$ cat src/rtl/strap_pkg.sv
package strap_pkg;

    localparam int SEL_W = 2;

    typedef enum logic [2:0] {
        ST_IDLE,
        ST_SETTLE_HI,
        ST_GRAB_HI,
        ST_SETTLE_LO,
        ST_GRAB_LO,
        ST_DONE
    } strap_state_e;

    typedef struct packed {
        logic hi;
        logic lo;
    } strap_code_t;

    typedef struct packed {
        logic pull_up;
        logic pull_dn;
    } strap_sw_t;

    // Map a strap code to the frequency index (slowest first).
    function automatic logic [SEL_W-1:0] code_to_sel(strap_code_t c);
        logic [SEL_W-1:0] s;
        case ({c.hi, c.lo})
            2'b01:   s = 2'd0;
            2'b00:   s = 2'd1;
            2'b11:   s = 2'd2;
            default: s = 2'd3;
        endcase
        return s;
    endfunction

    // Switch pattern for a given sequencer state and captured upper bit.
    function automatic strap_sw_t sw_for(strap_state_e st, logic hi);
        strap_sw_t sw;
        logic opposed;
        opposed    = (st == ST_SETTLE_LO) || (st == ST_GRAB_LO);
        sw.pull_up = opposed && !hi;
        sw.pull_dn = opposed && hi;
        return sw;
    endfunction

endpackage

$ cat src/rtl/strap_sync.sv
module strap_sync #(
    parameter int STAGES = 2
) (
    input  logic clk,
    input  logic rst,
    input  logic d,
    output logic q
);
    logic [STAGES-1:0] chain_q;

    generate
        if (STAGES == 1) begin : g_single
            always_ff @(posedge clk) begin
                if (rst) chain_q <= '0;
                else     chain_q <= d;
            end
        end else begin : g_multi
            always_ff @(posedge clk) begin
                if (rst) chain_q <= '0;
                else     chain_q <= {chain_q[STAGES-2:0], d};
            end
        end
    endgenerate

    assign q = chain_q[STAGES-1];
endmodule

$ cat src/rtl/strap_settle_timer.sv
module strap_settle_timer #(
    parameter int HI_WAIT = 6,
    parameter int LO_WAIT = 8
) (
    input  logic clk,
    input  logic rst,
    input  logic clr,
    input  logic sel_lo,
    output logic expire
);
    localparam int MAX_WAIT = (HI_WAIT > LO_WAIT) ? HI_WAIT : LO_WAIT;
    localparam int CW       = (MAX_WAIT < 2) ? 1 : $clog2(MAX_WAIT);
    localparam logic [CW-1:0] HI_LAST = CW'(HI_WAIT - 1);
    localparam logic [CW-1:0] LO_LAST = CW'(LO_WAIT - 1);

    logic [CW-1:0] cnt_q;

    always_ff @(posedge clk) begin
        if (rst || clr)   cnt_q <= '0;
        else if (!expire) cnt_q <= cnt_q + 1'b1;
    end

    assign expire = (cnt_q == (sel_lo ? LO_LAST : HI_LAST));
endmodule

$ cat src/rtl/strap_seq.sv
module strap_seq
    import strap_pkg::*;
#(
    parameter bit AUTO_START = 1'b1
) (
    input  logic        clk,
    input  logic        rst,
    input  logic        start,
    input  logic        pin_s,
    input  logic        expire,
    output logic        tmr_clr,
    output logic        tmr_sel_lo,
    output strap_sw_t   sw,
    output strap_code_t code,
    output logic        done
);
    strap_state_e state_q, state_d;
    strap_code_t  code_q, code_d;
    strap_sw_t    sw_q;
    logic         done_q;

    always_comb begin
        state_d = state_q;
        code_d  = code_q;
        unique case (state_q)
            ST_IDLE:      if (AUTO_START || start) state_d = ST_SETTLE_HI;
            ST_SETTLE_HI: if (expire) state_d = ST_GRAB_HI;
            ST_GRAB_HI: begin
                code_d.hi = pin_s;
                state_d   = ST_SETTLE_LO;
            end
            ST_SETTLE_LO: if (expire) state_d = ST_GRAB_LO;
            ST_GRAB_LO: begin
                code_d.lo = pin_s;
                state_d   = ST_DONE;
            end
            ST_DONE:      state_d = ST_DONE;
            default:      state_d = ST_IDLE;
        endcase
    end

    assign tmr_clr    = (state_q == ST_IDLE) || (state_q == ST_GRAB_HI);
    assign tmr_sel_lo = (state_q == ST_SETTLE_LO);

    always_ff @(posedge clk) begin
        if (rst) begin
            state_q <= ST_IDLE;
            code_q  <= '0;
            sw_q    <= '0;
            done_q  <= 1'b0;
        end else begin
            state_q <= state_d;
            code_q  <= code_d;
            sw_q    <= sw_for(state_d, code_d.hi);
            done_q  <= (state_d == ST_DONE);
        end
    end

    assign sw   = sw_q;
    assign code = code_q;
    assign done = done_q;
endmodule

$ cat src/rtl/strap_decoder.sv
module strap_decoder
    import strap_pkg::*;
#(
    parameter int              SETTLE_HI_CYC = 4,
    parameter int              SETTLE_LO_CYC = 6,
    parameter int              SYNC_STAGES   = 2,
    parameter bit              AUTO_START    = 1'b1,
    parameter logic [SEL_W-1:0] DEFAULT_SEL  = 2'd0
) (
    input  logic             clk,
    input  logic             rst,
    input  logic             start,
    input  logic             pin_lvl,
    output logic             pull_up_en,
    output logic             pull_dn_en,
    output logic             done,
    output logic [1:0]       strap_code,
    output logic [SEL_W-1:0] freq_sel
);
    localparam int HI_WAIT = SETTLE_HI_CYC + SYNC_STAGES;
    localparam int LO_WAIT = SETTLE_LO_CYC + SYNC_STAGES;

    logic        pin_s;
    logic        expire;
    logic        tmr_clr;
    logic        tmr_sel_lo;
    strap_sw_t   sw;
    strap_code_t code;
    logic        msb_q;

    strap_sync #(.STAGES(SYNC_STAGES)) u_sync (
        .clk (clk),
        .rst (rst),
        .d   (pin_lvl),
        .q   (pin_s)
    );

    strap_settle_timer #(.HI_WAIT(HI_WAIT), .LO_WAIT(LO_WAIT)) u_timer (
        .clk    (clk),
        .rst    (rst),
        .clr    (tmr_clr),
        .sel_lo (tmr_sel_lo),
        .expire (expire)
    );

    strap_seq #(.AUTO_START(AUTO_START)) u_seq (
        .clk        (clk),
        .rst        (rst),
        .start      (start),
        .pin_s      (pin_s),
        .expire     (expire),
        .tmr_clr    (tmr_clr),
        .tmr_sel_lo (tmr_sel_lo),
        .sw         (sw),
        .code       (code),
        .done       (done)
    );

    assign msb_q      = code.hi;
    assign pull_up_en = sw.pull_up;
    assign pull_dn_en = sw.pull_dn;
    assign strap_code = {code.hi, code.lo};
    assign freq_sel   = done ? code_to_sel(code) : DEFAULT_SEL;
endmodule

$ cat config.mk
export PLATFORM = sky130hd
export DESIGN_NAME = strap_decoder
export DESIGN_NICKNAME = d
export VERILOG_FILES = /design/src/rtl/strap_pkg.sv /design/src/rtl/strap_sync.sv /design/src/rtl/strap_settle_timer.sv /design/src/rtl/strap_seq.sv /design/src/rtl/strap_decoder.sv
export SDC_FILE = /design/constraint.sdc
export NUM_CORES = 1
export LEC_CHECK = 0
export ABC_AREA = 1
export BUFFER_PORTS_ARGS = -buffer_cell sky130_fd_sc_hd__buf_4
export CAP_MARGIN = 20
export CORE_AREA = 3 3 40 42
export DETAILED_ROUTE_END_ITERATION = 10
export DIE_AREA = 0 0 43 45
export GPL_TIMING_DRIVEN = 0
export PLACE_DENSITY_LB_ADDON = 0.08
export SYNTH_ARGS = -nofsm -noshare
export SYNTH_HDL_FRONTEND = slang
export SYNTH_SLANG_ARGS = --single-unit
$ cat constraint.sdc
create_clock -name clk -period 1.15 [get_ports clk]
set_input_delay 0.23 -clock clk [delete_from_list [all_inputs] [get_ports clk]]
set_output_delay 0.23 -clock clk [all_outputs]
set_load 0.02 [all_outputs]
# Word level (Yosys, flattened, before mapping)
# Cells that the tools add are included.
# totals
output_inout_bits	7
regBits	13
inputBits	4
wordCells	36
# op_classes
n_addsub	1
reduce_logical	9
muxes	7
n_eq_ne	11
# ops
operator	n
case mux 3 bit (5 select lines)	1
equality test 3 bit (second input constant)	4
equality test 3 x 2 -> 1 bit (second input constant)	3
2-to-1 mux 3 bit	2
case mux 2 bit (3 select lines)	1
2-to-1 mux 2 bit	2
adder 3 x 1 -> 3 bit (second input constant)	1
equality test 3 x 1 -> 1 bit (second input constant)	1
equality test 3 bit	1
zero test 3 bit	1
logical OR 1 bit	3
equality test 2 x 1 -> 1 bit (second input constant)	1
equality test 2 bit (second input constant)	1
logical AND 1 bit	2
zero test 2 bit	1
OR reduction 2 bit	1
zero test 1 bit	1
2-to-1 mux 1 bit	1

# Longest topological paths before layout
# Gate-level depths: netlist of the first run.
# logic_depth
depth_word	8
ltp_mapped	6
mapped_depth_nobuf	6

# Modules after synthesis
# Synthesis of the first run repeated with hierarchy kept, for this count alone.
# unflattened
hier_cells	75
area_unflattened_um2	539.3
# modules_own_cells
module	cells_per_inst	seq_area_each_um2	n_inst	area_each_um2
strap_seq	43	160.2	1	309.0
strap_settle_timer	22	60.1	1	157.7
strap_sync	6	40.0	1	55.1
strap_decoder	4	0.0	1	17.5

# Worst setup path before layout of the first run
# Ideal clock, no wire load.
# synth_path
path_kind	reg2out
start	register u_seq.done_q, in the netlist u_seq.done
end	output freq_sel[0]
path_stages_with_launch	3
required_ns	0.920
arrival_ns	0.781
n_path_buf	0
path_slack_ns	0.139
path_cell_list	dfxtp_1 > inv_1 > nor2_1
# synth_between
elab_chain_len	1
# synth_lines
element	line_no	text
from (decl)	strap_seq.sv:20	logic done_q;
from (signal assigned)	strap_seq.sv:55	done_q <= (state_d == ST_DONE);
2-to-1 mux 2 bit	strap_decoder.sv:63	assign freq_sel = done ? code_to_sel(code) : DEFAULT_SEL;
to (decl)	strap_decoder.sv:18	output logic [SEL_W-1:0] freq_sel
# No other way between the ends.

# Worst setup path in the final report of the first run
# Same ends and word-level chain as after synthesis.

==> qor.yml, run 1 <==
worst_slack_ns: 0.0394
yosysUniqueCellTypes: 16
hold_end: "u_sync.chain_q[0]"
critPathLaunchType: "flop"
path_clk_slew_ns: 0.07
antenna_left: 0
dp_slack_ns: 0.154
drc: 0
max-slew-margin-rel_pct: 86.0
grtUsageTotal_pct: 11.0
die_area_um2: 1940
clk_latency_ns: 0.27
outcome: "complete, no violations"
ff2ff_path_depth: 6
slew_violations: 0
tightest_slew_ns: 0.207
min_path_cells: 3
cts_root_buf: "clkbuf_4"
synth_top_area_share_pct: 48.4
fillers: 128
dieWidth_um: 43
yosys-top-cells-area: "dfxtp_1 (48%), inv_1 (9.8%), nor2_1 (7.7%)"
io_pins: 11
critPathMaxStageDelay_ns: 0.35
vias_per_cell: 4.69
core_um2: 1280
drt-total-wl_um: 878
period_needed_ns: 1.11
cp.arrival_ns: 0.88
crit_type: "reg2out"
rows: 13
hold_path_class: "in2reg"
wire_per_inst_um: 8.96
p_leak_uw: 0.000307
htree_levels: 1
critPathCaptureType: "output pin"
clock_path_buffers: 2
avgSynthCellArea_um2: 7.58
critPathBufInv: 2
portBuffers: 8
cts_hold_buf: 0
via_count: 460
syn_area_um2: 538
drt_pass1_iterations: 4
min-delay-start: "pin_lvl"
die_h_um: 45
crit_required_ns: 0.92
dp_hpwl_um: 682
reg2reg_to: "u_seq.state_q[0]"
slowest_stage: "dfxtp_2"
fin_crit_sh_pct: 96.6
antenna_found_initial: 0
syn-instance-count: 71
yosysWarnings: 0
synth_seq_area_share_pct: 48.4
start_util_pct: 41.9
dr.first_iter.drc_count: 12
rsz0062_at_grt: "yes"
cp_top_family: "flip-flops"
grt_pass1_wl_um: 1450
final_nets: 89
cellPowerDensity_nw_per_um2: 1180
grt_pass1_vias: 361
area_growth_pct: 21.2
synth-seq-cells: 13
reg2reg_from: "u_seq.state_q[2]"
grt_max_degree: 10
cts_setup_buffers: 0
setup_viol: 0
n_antenna_cell: 0
setup_tns_ns: 0
yosys.area.top_type: "dfxtp_1"
tritoncts.num_buffers: 3
rrSetupSlack_ns: 0.15
overflow: 0
synth_fp_nets: 76
gp_congestion: 0.819
vdd_drop_max_mv: 0.601
final_util_pct: 50.7
crit_chain: "inv_2, nor2_2, buf_6"
path_max_fanout: 3
maxCapViolCount: 0
fmax_ghz: 0.900
cts_tree: "yes"
finalHoldViolations: 0
drive_gt1_share_pct: 25.3
fin_skew_ns: 0.000495
clock-sinks: 13
where the power goes:
part	total [µW]	switching [µW]	internal (µW)	leakage, µW
clock network	275	140	135	0.0000150
logic	29.0	18.0	11.0	0.000185
registers	465	6.40	458	0.000107
total	769	165	604	0.000307
cell usage after synthesis:
library cell / instances
a21oi_1: 6
and2b_1: 1
buf_2: 1
dfxtp_1: 13
ha_1: 1
inv_1: 14
inv_2: 1
nand2_1: 9
nand3_1: 4
nand3_2: 2
nand4_1: 2
nor2_1: 11
nor2_2: 1
o21ai_0: 3
o21ai_2: 1
xnor2_1: 1
cell families after synthesis:
logic type,Yosys count,synth area share [%]
XOR/XNOR,1,1.63
adder cells (fa/ha/maj),1,2.33
buffers and inverters,16,11.4
AO/OA/AOI/OAI,10,10.0
flip-flops,13,48.4
AND/OR/NAND/NOR,30,26.3
layout by cell type, fill, tap and decap left out, types with 2 or more instances in the layout:
cell,n
inv_1,13
dfxtp_1,11
nor2_1,10
nand2_1,9
buf_4,7
a21oi_1,6
nand3_1,4
o21ai_0,3
clkbuf_4,3
inv_2,2
nor2_2,2
nand3_2,2
nand4_1,2
dfxtp_2,2
worst min-delay path: stages:
cell and delay (ns):
buf_4 0.07, inv_1 0.03, nor2_1 0.06
timing repair:
item                                   4_1_cts  5_1_grt
endpoints found under the hold margin        0        0
gates resized for setup                      1        4
pin swaps                                    0        1
setup endpoints to repair                    1        2
cloned                                       0        0
sequential cells by signal (all words and copies together), names as in the netlist:
name            flops
u_seq.code          2
u_seq.done          1
u_seq.state_q       3
u_seq.sw            2
u_sync.chain_q      2
u_timer.cnt_q       3
stage by stage:
step | total power (µW) | instance area, µm² | instances | hold slack (ns)
3_5_place_dp | 505 | 617 | 94 | 0.397
5_1_grt | 809 | 652 | 98 | 0.144
6_report | 769 | 652 | 98 | 0.157
4_1_cts | 783 | 644 | 98 | 0.156
3_3_place_gp | 505 | 617 | 94 | 0.393
2_1_floorplan | 496 | 538 | 71 | 0.337
worst max-delay path by stage:
stage,depth (start not counted),slack [ns],start,endpoint
2_1_floorplan,2,0.14,u_seq.done,freq_sel[0]
3_3_place_gp,6,0.15,u_seq.state_q[2],u_seq.state_q[0]
3_5_place_dp,6,0.15,u_seq.state_q[2],u_seq.state_q[0]
4_1_cts,3,0.03,u_seq.done,freq_sel[0]
5_1_grt,3,-0.03,u_seq.done,freq_sel[0]
6_report,3,0.04,u_seq.done,freq_sel[0]
layout make-up:
cell class                      count  area (µm²)  share of cell area, %
Buffer                              1        5.00                  0.768
Clock buffer                        4        26.3                   4.03
Inverter                           15        56.3                   8.64
Multi-Input combinational cell     42         219                   33.6
Sequential cell                    13         263                   40.3
Tap cell                           15        18.8                   2.88
Timing Repair Buffer                8        63.8                   9.79
layer usage:
| layer | vias up | share of wire, % | wire, µm | GRT usage (%) |
|---|---|---|---|---|
| met5 | - | 0 | 0 | 0 |
| met4 | 0 | 3.2 | 28 | 9.04 |
| met3 | 4 | 9.5 | 83 | 5.98 |
| met2 | 14 | 47 | 410 | 17.4 |
| met1 | 199 | 41 | 356 | 10.5 |
| li1 | 243 | - | - | - |
No activity file was read; power rests on OpenSTA's default activity.
==> inputs of run 2 (changes only) <==
--- a/config.mk
+++ b/config.mk
@@ -8,11 +8,15 @@
 export ABC_AREA = 1
 export BUFFER_PORTS_ARGS = -buffer_cell sky130_fd_sc_hd__buf_4
 export CAP_MARGIN = 20
-export CORE_AREA = 3 3 40 42
+export CELL_PAD_IN_SITES_DETAIL_PLACEMENT = 2
+export CELL_PAD_IN_SITES_GLOBAL_PLACEMENT = 2
+export CORE_ASPECT_RATIO = 0.7
+export CORE_MARGIN = 3
+export CORE_UTILIZATION = 28
 export DETAILED_ROUTE_END_ITERATION = 10
-export DIE_AREA = 0 0 43 45
 export GPL_TIMING_DRIVEN = 0
 export PLACE_DENSITY_LB_ADDON = 0.08
 export SYNTH_ARGS = -nofsm -noshare
 export SYNTH_HDL_FRONTEND = slang
 export SYNTH_SLANG_ARGS = --single-unit
+export TNS_END_PERCENT = 5
==> run 2 against run 1 <==
Net effect:
- power rose by 1.5%
- combinational power rose by 15%
- critical path depth did not move
- clock-buffer cell count did not move
- first-iteration DRC count fell by 75%
- fmax fell by 0.65%
- design area rose by 2.7%
- final cell count rose by 7.1%
- clock skew rose by 0.0018 ns
==> qor.yml, run 2 (synthesized netlist as in run 1, its figures left out) <==
maxCapViolCount: 0
final_nets: 90
vdd_drop_max_mv: 0.579
final_util_pct: 39.5
drt-total-wl_um: 1320
gp_congestion: 0.694
cellPowerDensity_nw_per_um2: 1170
path_clk_slew_ns: 0.08
cts_root_buf: "clkbuf_4"
antenna_found_initial: 0
final_cell_mix: "inv_1 (13), nor2_1 (10), nand2_1 (9), buf_4 (9), dfxtp_1 (9)"
area_growth_pct: 24.4
power_frac_comb_pct: 4.3
path_max_fanout: 3
htree_levels: 1
rsz0062_at_grt: "yes"
fin_cells: 105
period_needed_ns: 1.12
die_h_um: 42.7
portBuffers: 8
overflow: 0
grt_pass1_vias: 475
core_um2: 1700
wire_per_inst_um: 12.6
dr.first_iter.drc_count: 3
reg.largest.list: "u_seq.state_q x3, u_timer.cnt_q x3"
max-slew-margin-rel_pct: 83.6
outcome: "complete, no violations"
multiInputGateArea_um2: 223
dieWidth_um: 58.4
crit_type: "reg2out"
setup_viol: 0
critPathLaunchType: "flop"
hold_path_class: "in2reg"
rows: 12
io_pins: 11
clock-sinks: 13
start_util_pct: 31.7
drc: 0
fillers: 197
dpl.cell_count: 100
layout_commonest_cell: "inv_1"
dp_hpwl_um: 996
cts_tree: "yes"
hold_ws_ns: 0.153
critPathCaptureType: "output pin"
clkPwrFrac_pct: 36.1
dp_slack_ns: 0.0804
slew_violations: 0
p_leak_uw: 0.000311
clock_path_buffers: 2
finalHoldViolations: 0
pwr-share-seq_pct: 59.7
cts_hold_buf: 0
antenna_left: 0
drive_gt1_share_pct: 29.8
clk_latency_ns: 0.27
die_area_um2: 2490
cp.arrival_ns: 0.89
n_antenna_cell: 0
tritoncts.num_buffers: 3
fmax_ghz: 0.895
p_int_uw: 605
worst_slack_ns: 0.0321
setup_tns_ns: 0
grt_max_degree: 10
seqCellArea_um2: 265
p_sw_share_pct: 22.5
drt_pass1_iterations: 3
grtUsageTotal_pct: 12.2
fin_crit_sh_pct: 97.2
netSwitchingPower_uw: 176
fin_skew_ns: 0.00232
tightest_slew_ns: 0.244
vias_per_cell: 4.45
via_count: 467
grt_pass1_wl_um: 2240
crit_required_ns: 0.92
## run 2: cell count changes in the layout (fill, tap and decap cells not counted)
cell,previous run,this run
dfxtp_2,2,4
a21oi_1,6,5
buf_4,7,9
dfxtp_1,11,9
buf_6,1,0
a21oi_2,0,1
## run 2: layout make-up
cell class / count / share of cell area [%]
plain buffers: 1 / 0.748
clock buffers: 4 / 3.93
inverters: 15 / 8.41
multi-input cells: 42 / 33.3
flip-flops and latches: 13 / 39.6
well taps: 21 / 3.93
repair buffers: 9 / 10.1
## run 2: final timing paths
path	cells after the start	slack, ns	to	from
max reg2reg	6	0.09	u_seq.sw[1]	u_seq.state_q[2]
min	3	0.15	u_sync.chain_q[0]	pin_lvl
min reg2reg	2	0.41	u_sync.chain_q[1]	u_sync.chain_q[0]
max	3	0.03	freq_sel[0]	u_seq.done
## run 2: metal layers
metal	part of all wire (%)	routed length, µm	vias to the layer above	track usage (%)
li1	-	-	243	-
met1	52	687	212	18.3
met2	42	556	10	15.4
met3	4.8	64	2	5.47
met4	1.1	14	0	2.78
met5	0	0	-	0
## run 2: power by group through the flow
stage | Sequential (µW) | Combinational, µW | Clock, µW
after floorplan | 474 | 22.3 | 0
after global placement | 476 | 31.1 | 0
after detailed placement | 476 | 31.8 | 0
after CTS | 466 | 32.4 | 293
after global routing | 468 | 39.2 | 316
final | 466 | 33.3 | 281
## run 2: timing repair
| item | 4_1_cts | 5_1_grt |
|---|---|---|
| endpoints found under the setup margin | 1 | 7 |
| buffers inserted | 0 | 1 |
| resized for setup | 1 | 6 |
| pin swaps | 0 | 1 |
## run 2: through the flow
| step | area (µm²) | power [µW] |
|---|---|---|
| CTS | 652 | 791 |
| finish | 669 | 780 |
| detailed placement | 624 | 508 |
| global placement | 624 | 507 |
| global route | 669 | 823 |
| floorplan | 538 | 496 |
## run 2: critical path, stage by stage, from the launching register on
cell	delay, ns
dfxtp_2	0.35
inv_2	0.04
nor2_2	0.09
buf_4	0.14
==> inputs of run 3 (changes only) <==
--- a/config.mk
+++ b/config.mk
@@ -15,7 +15,7 @@
 export CORE_UTILIZATION = 28
 export DETAILED_ROUTE_END_ITERATION = 10
 export GPL_TIMING_DRIVEN = 0
-export PLACE_DENSITY_LB_ADDON = 0.08
+export PLACE_DENSITY_LB_ADDON = 0.1
 export SYNTH_ARGS = -nofsm -noshare
 export SYNTH_HDL_FRONTEND = slang
 export SYNTH_SLANG_ARGS = --single-unit
==> run 3 against run 2 <==
Net effect:
- clock skew increased by 0.0016 ns
- clock-buffer cell count did not move
- power rose by 0.36%
- fmax fell by 5.2%
- sequential cell count unchanged
- register-to-register slack better by 0.02 ns
- combinational power shrank 5%
- via count rose by 6.2%
- worst hold slack barely moved
- the run now ends with negative setup slack left
- design area increased by 0.93%
- non-clock buffer count unchanged
- final cell count unchanged
==> qor.yml, run 3 (synthesized netlist as in run 1, its figures left out) <==
core_um2: 1700
portBuffers: 8
cts_tree: "yes"
area_growth_pct: 25.6
rsz0062_at_grt: "yes"
cp_top_family: "flip-flops"
drt-total-wl_um: 1440
final_cell_mix: "inv_1 (13), nand2_1 (9), nor2_1 (9), dfxtp_1 (9), buf_4 (7)"
fin_skew_ns: 0.00395
slowest_stage: "dfxtp_2"
max-slew-margin-rel_pct: 87.7
cts_root_buf: "clkbuf_4"
tightest_slew_ns: 0.182
fillers: 209
fin_crit_sh_pct: 102
grt_pass1_wl_um: 2340
hold_path_class: "in2reg"
clk_latency_ns: 0.28
crit_required_ns: 0.92
maxCapViolCount: 0
cts_hold_buf: 0
n_antenna_cell: 0
dp_hpwl_um: 1080
finalHoldViolations: 0
critPathBufInv: 2
htree_levels: 1
reg2reg_to: "u_seq.sw[1]"
ff2ff_path_depth: 5
vdd_drop_max_mv: 0.561
cellPowerDensity_nw_per_um2: 1160
min_path_cells: 3
worst_slack_ns: -0.0286
final_nets: 90
crit_chain: "inv_2, nor2_2, buf_6"
via_count: 496
hold_end: "u_sync.chain_q[0]"
drt_pass1_iterations: 3
period_needed_ns: 1.18
critPathCaptureType: "output pin"
tritoncts.num_buffers: 3
wire_per_inst_um: 13.7
seqCellArea_um2: 265
crit_type: "reg2out"
rows: 12
dr.first_iter.drc_count: 9
grtUsageTotal_pct: 12.9
violations: "negative setup slack"
start_util_pct: 31.7
min-delay-start: "pin_lvl"
slew_violations: 0
die_h_um: 42.7
antenna_left: 0
critPathMaxStageDelay_ns: 0.36
outcome: "finished with violations"
dieWidth_um: 58.4
fin_area_um2: 676
die_area_um2: 2490
io_pins: 11
reg2reg_from: "u_seq.state_q[0]"
clock_path_buffers: 2
path_max_fanout: 3
overflow: 0
multiInputGateArea_um2: 221
layout_commonest_cell: "inv_1"
drc: 0
vias_per_cell: 4.72
critPathLaunchType: "flop"
cp.arrival_ns: 0.95
clock-sinks: 13
rrSetupSlack_ns: 0.11
grt_max_degree: 10
gp_congestion: 0.700
grt_pass1_vias: 505
hold_ws_ns: 0.153
p_leak_uw: 0.000314
antenna_found_initial: 0
setup_viol: 1
fmax_ghz: 0.848
place_area_um2: 624
reg.largest.list: "u_seq.state_q x3, u_timer.cnt_q x3"
path_clk_slew_ns: 0.08
drive_gt1_share_pct: 29.8
[run 3: worst max path at each step]
stage / start / to / slack (ns) / cells past startpoint
6_report: u_seq.done / freq_sel[0] / -0.03 / 3
4_1_cts: u_seq.done / freq_sel[0] / -0.02 / 3
5_1_grt: u_seq.done / freq_sel[0] / -0.08 / 3
3_5_place_dp: u_seq.state_q[0] / u_seq.state_q[1] / 0.09 / 6
2_1_floorplan: u_seq.done / freq_sel[0] / 0.14 / 2
3_3_place_gp: u_seq.state_q[2] / u_seq.state_q[0] / 0.13 / 6
[run 3: report_power, final]
group | internal (µW) | total (µW) | switching (µW)
logic | 11.4 | 31.8 | 20.4
registers | 458 | 466 | 7.88
clock network | 135 | 285 | 150
total | 604 | 783 | 178
[run 3: cell type report]
| class | count | area share, % |
|---|---|---|
| Sequential cell | 13 | 39.3 |
| Multi-Input combinational cell | 42 | 32.8 |
| Tap cell | 21 | 3.89 |
| Clock buffer | 4 | 3.89 |
| Timing Repair Buffer | 9 | 11.1 |
| Buffer | 1 | 0.741 |
| Inverter | 15 | 8.33 |
[run 3: stage by stage]
stage                     cells  utilization, %  total power [µW]  TNS, ns  setup WS [ns]
after detailed placement    100            36.8               509        0         0.0948
after floorplan              71               -               496        0          0.139
after global placement      100            36.8               507        0          0.129
after CTS                   104            38.4               796  -0.0156        -0.0156
final                       105            39.8               783  -0.0286        -0.0286
after global routing        105            39.8               829  -0.0986        -0.0770
[run 3: worst reg2reg max path: cells and delay by family, from the launching register on]
| family | cells | cell delay, ns |
|---|---|---|
| AND/OR/NAND/NOR | 3 | 0.37 |
| AO/OA/AOI/OAI | 1 | 0.07 |
| buffers and inverters | 1 | 0.15 |
| flip-flops | 1 | 0.36 |
[run 3: per-layer routing]
metal  up-vias  global-route usage (%)  share of wire, %
met5         -                       0                 0
met4         0                    2.78               1.2
met3         2                    6.38               5.2
met2        11                    18.3                46
met1       238                    17.3                48
li1        245                       -                 -
[run 3: repair_timing]
item | CTS | global route
buffers inserted | 0 | 1
endpoints found under the setup margin | 1 | 6
pin swaps | 0 | 1
gates resized for setup | 1 | 8
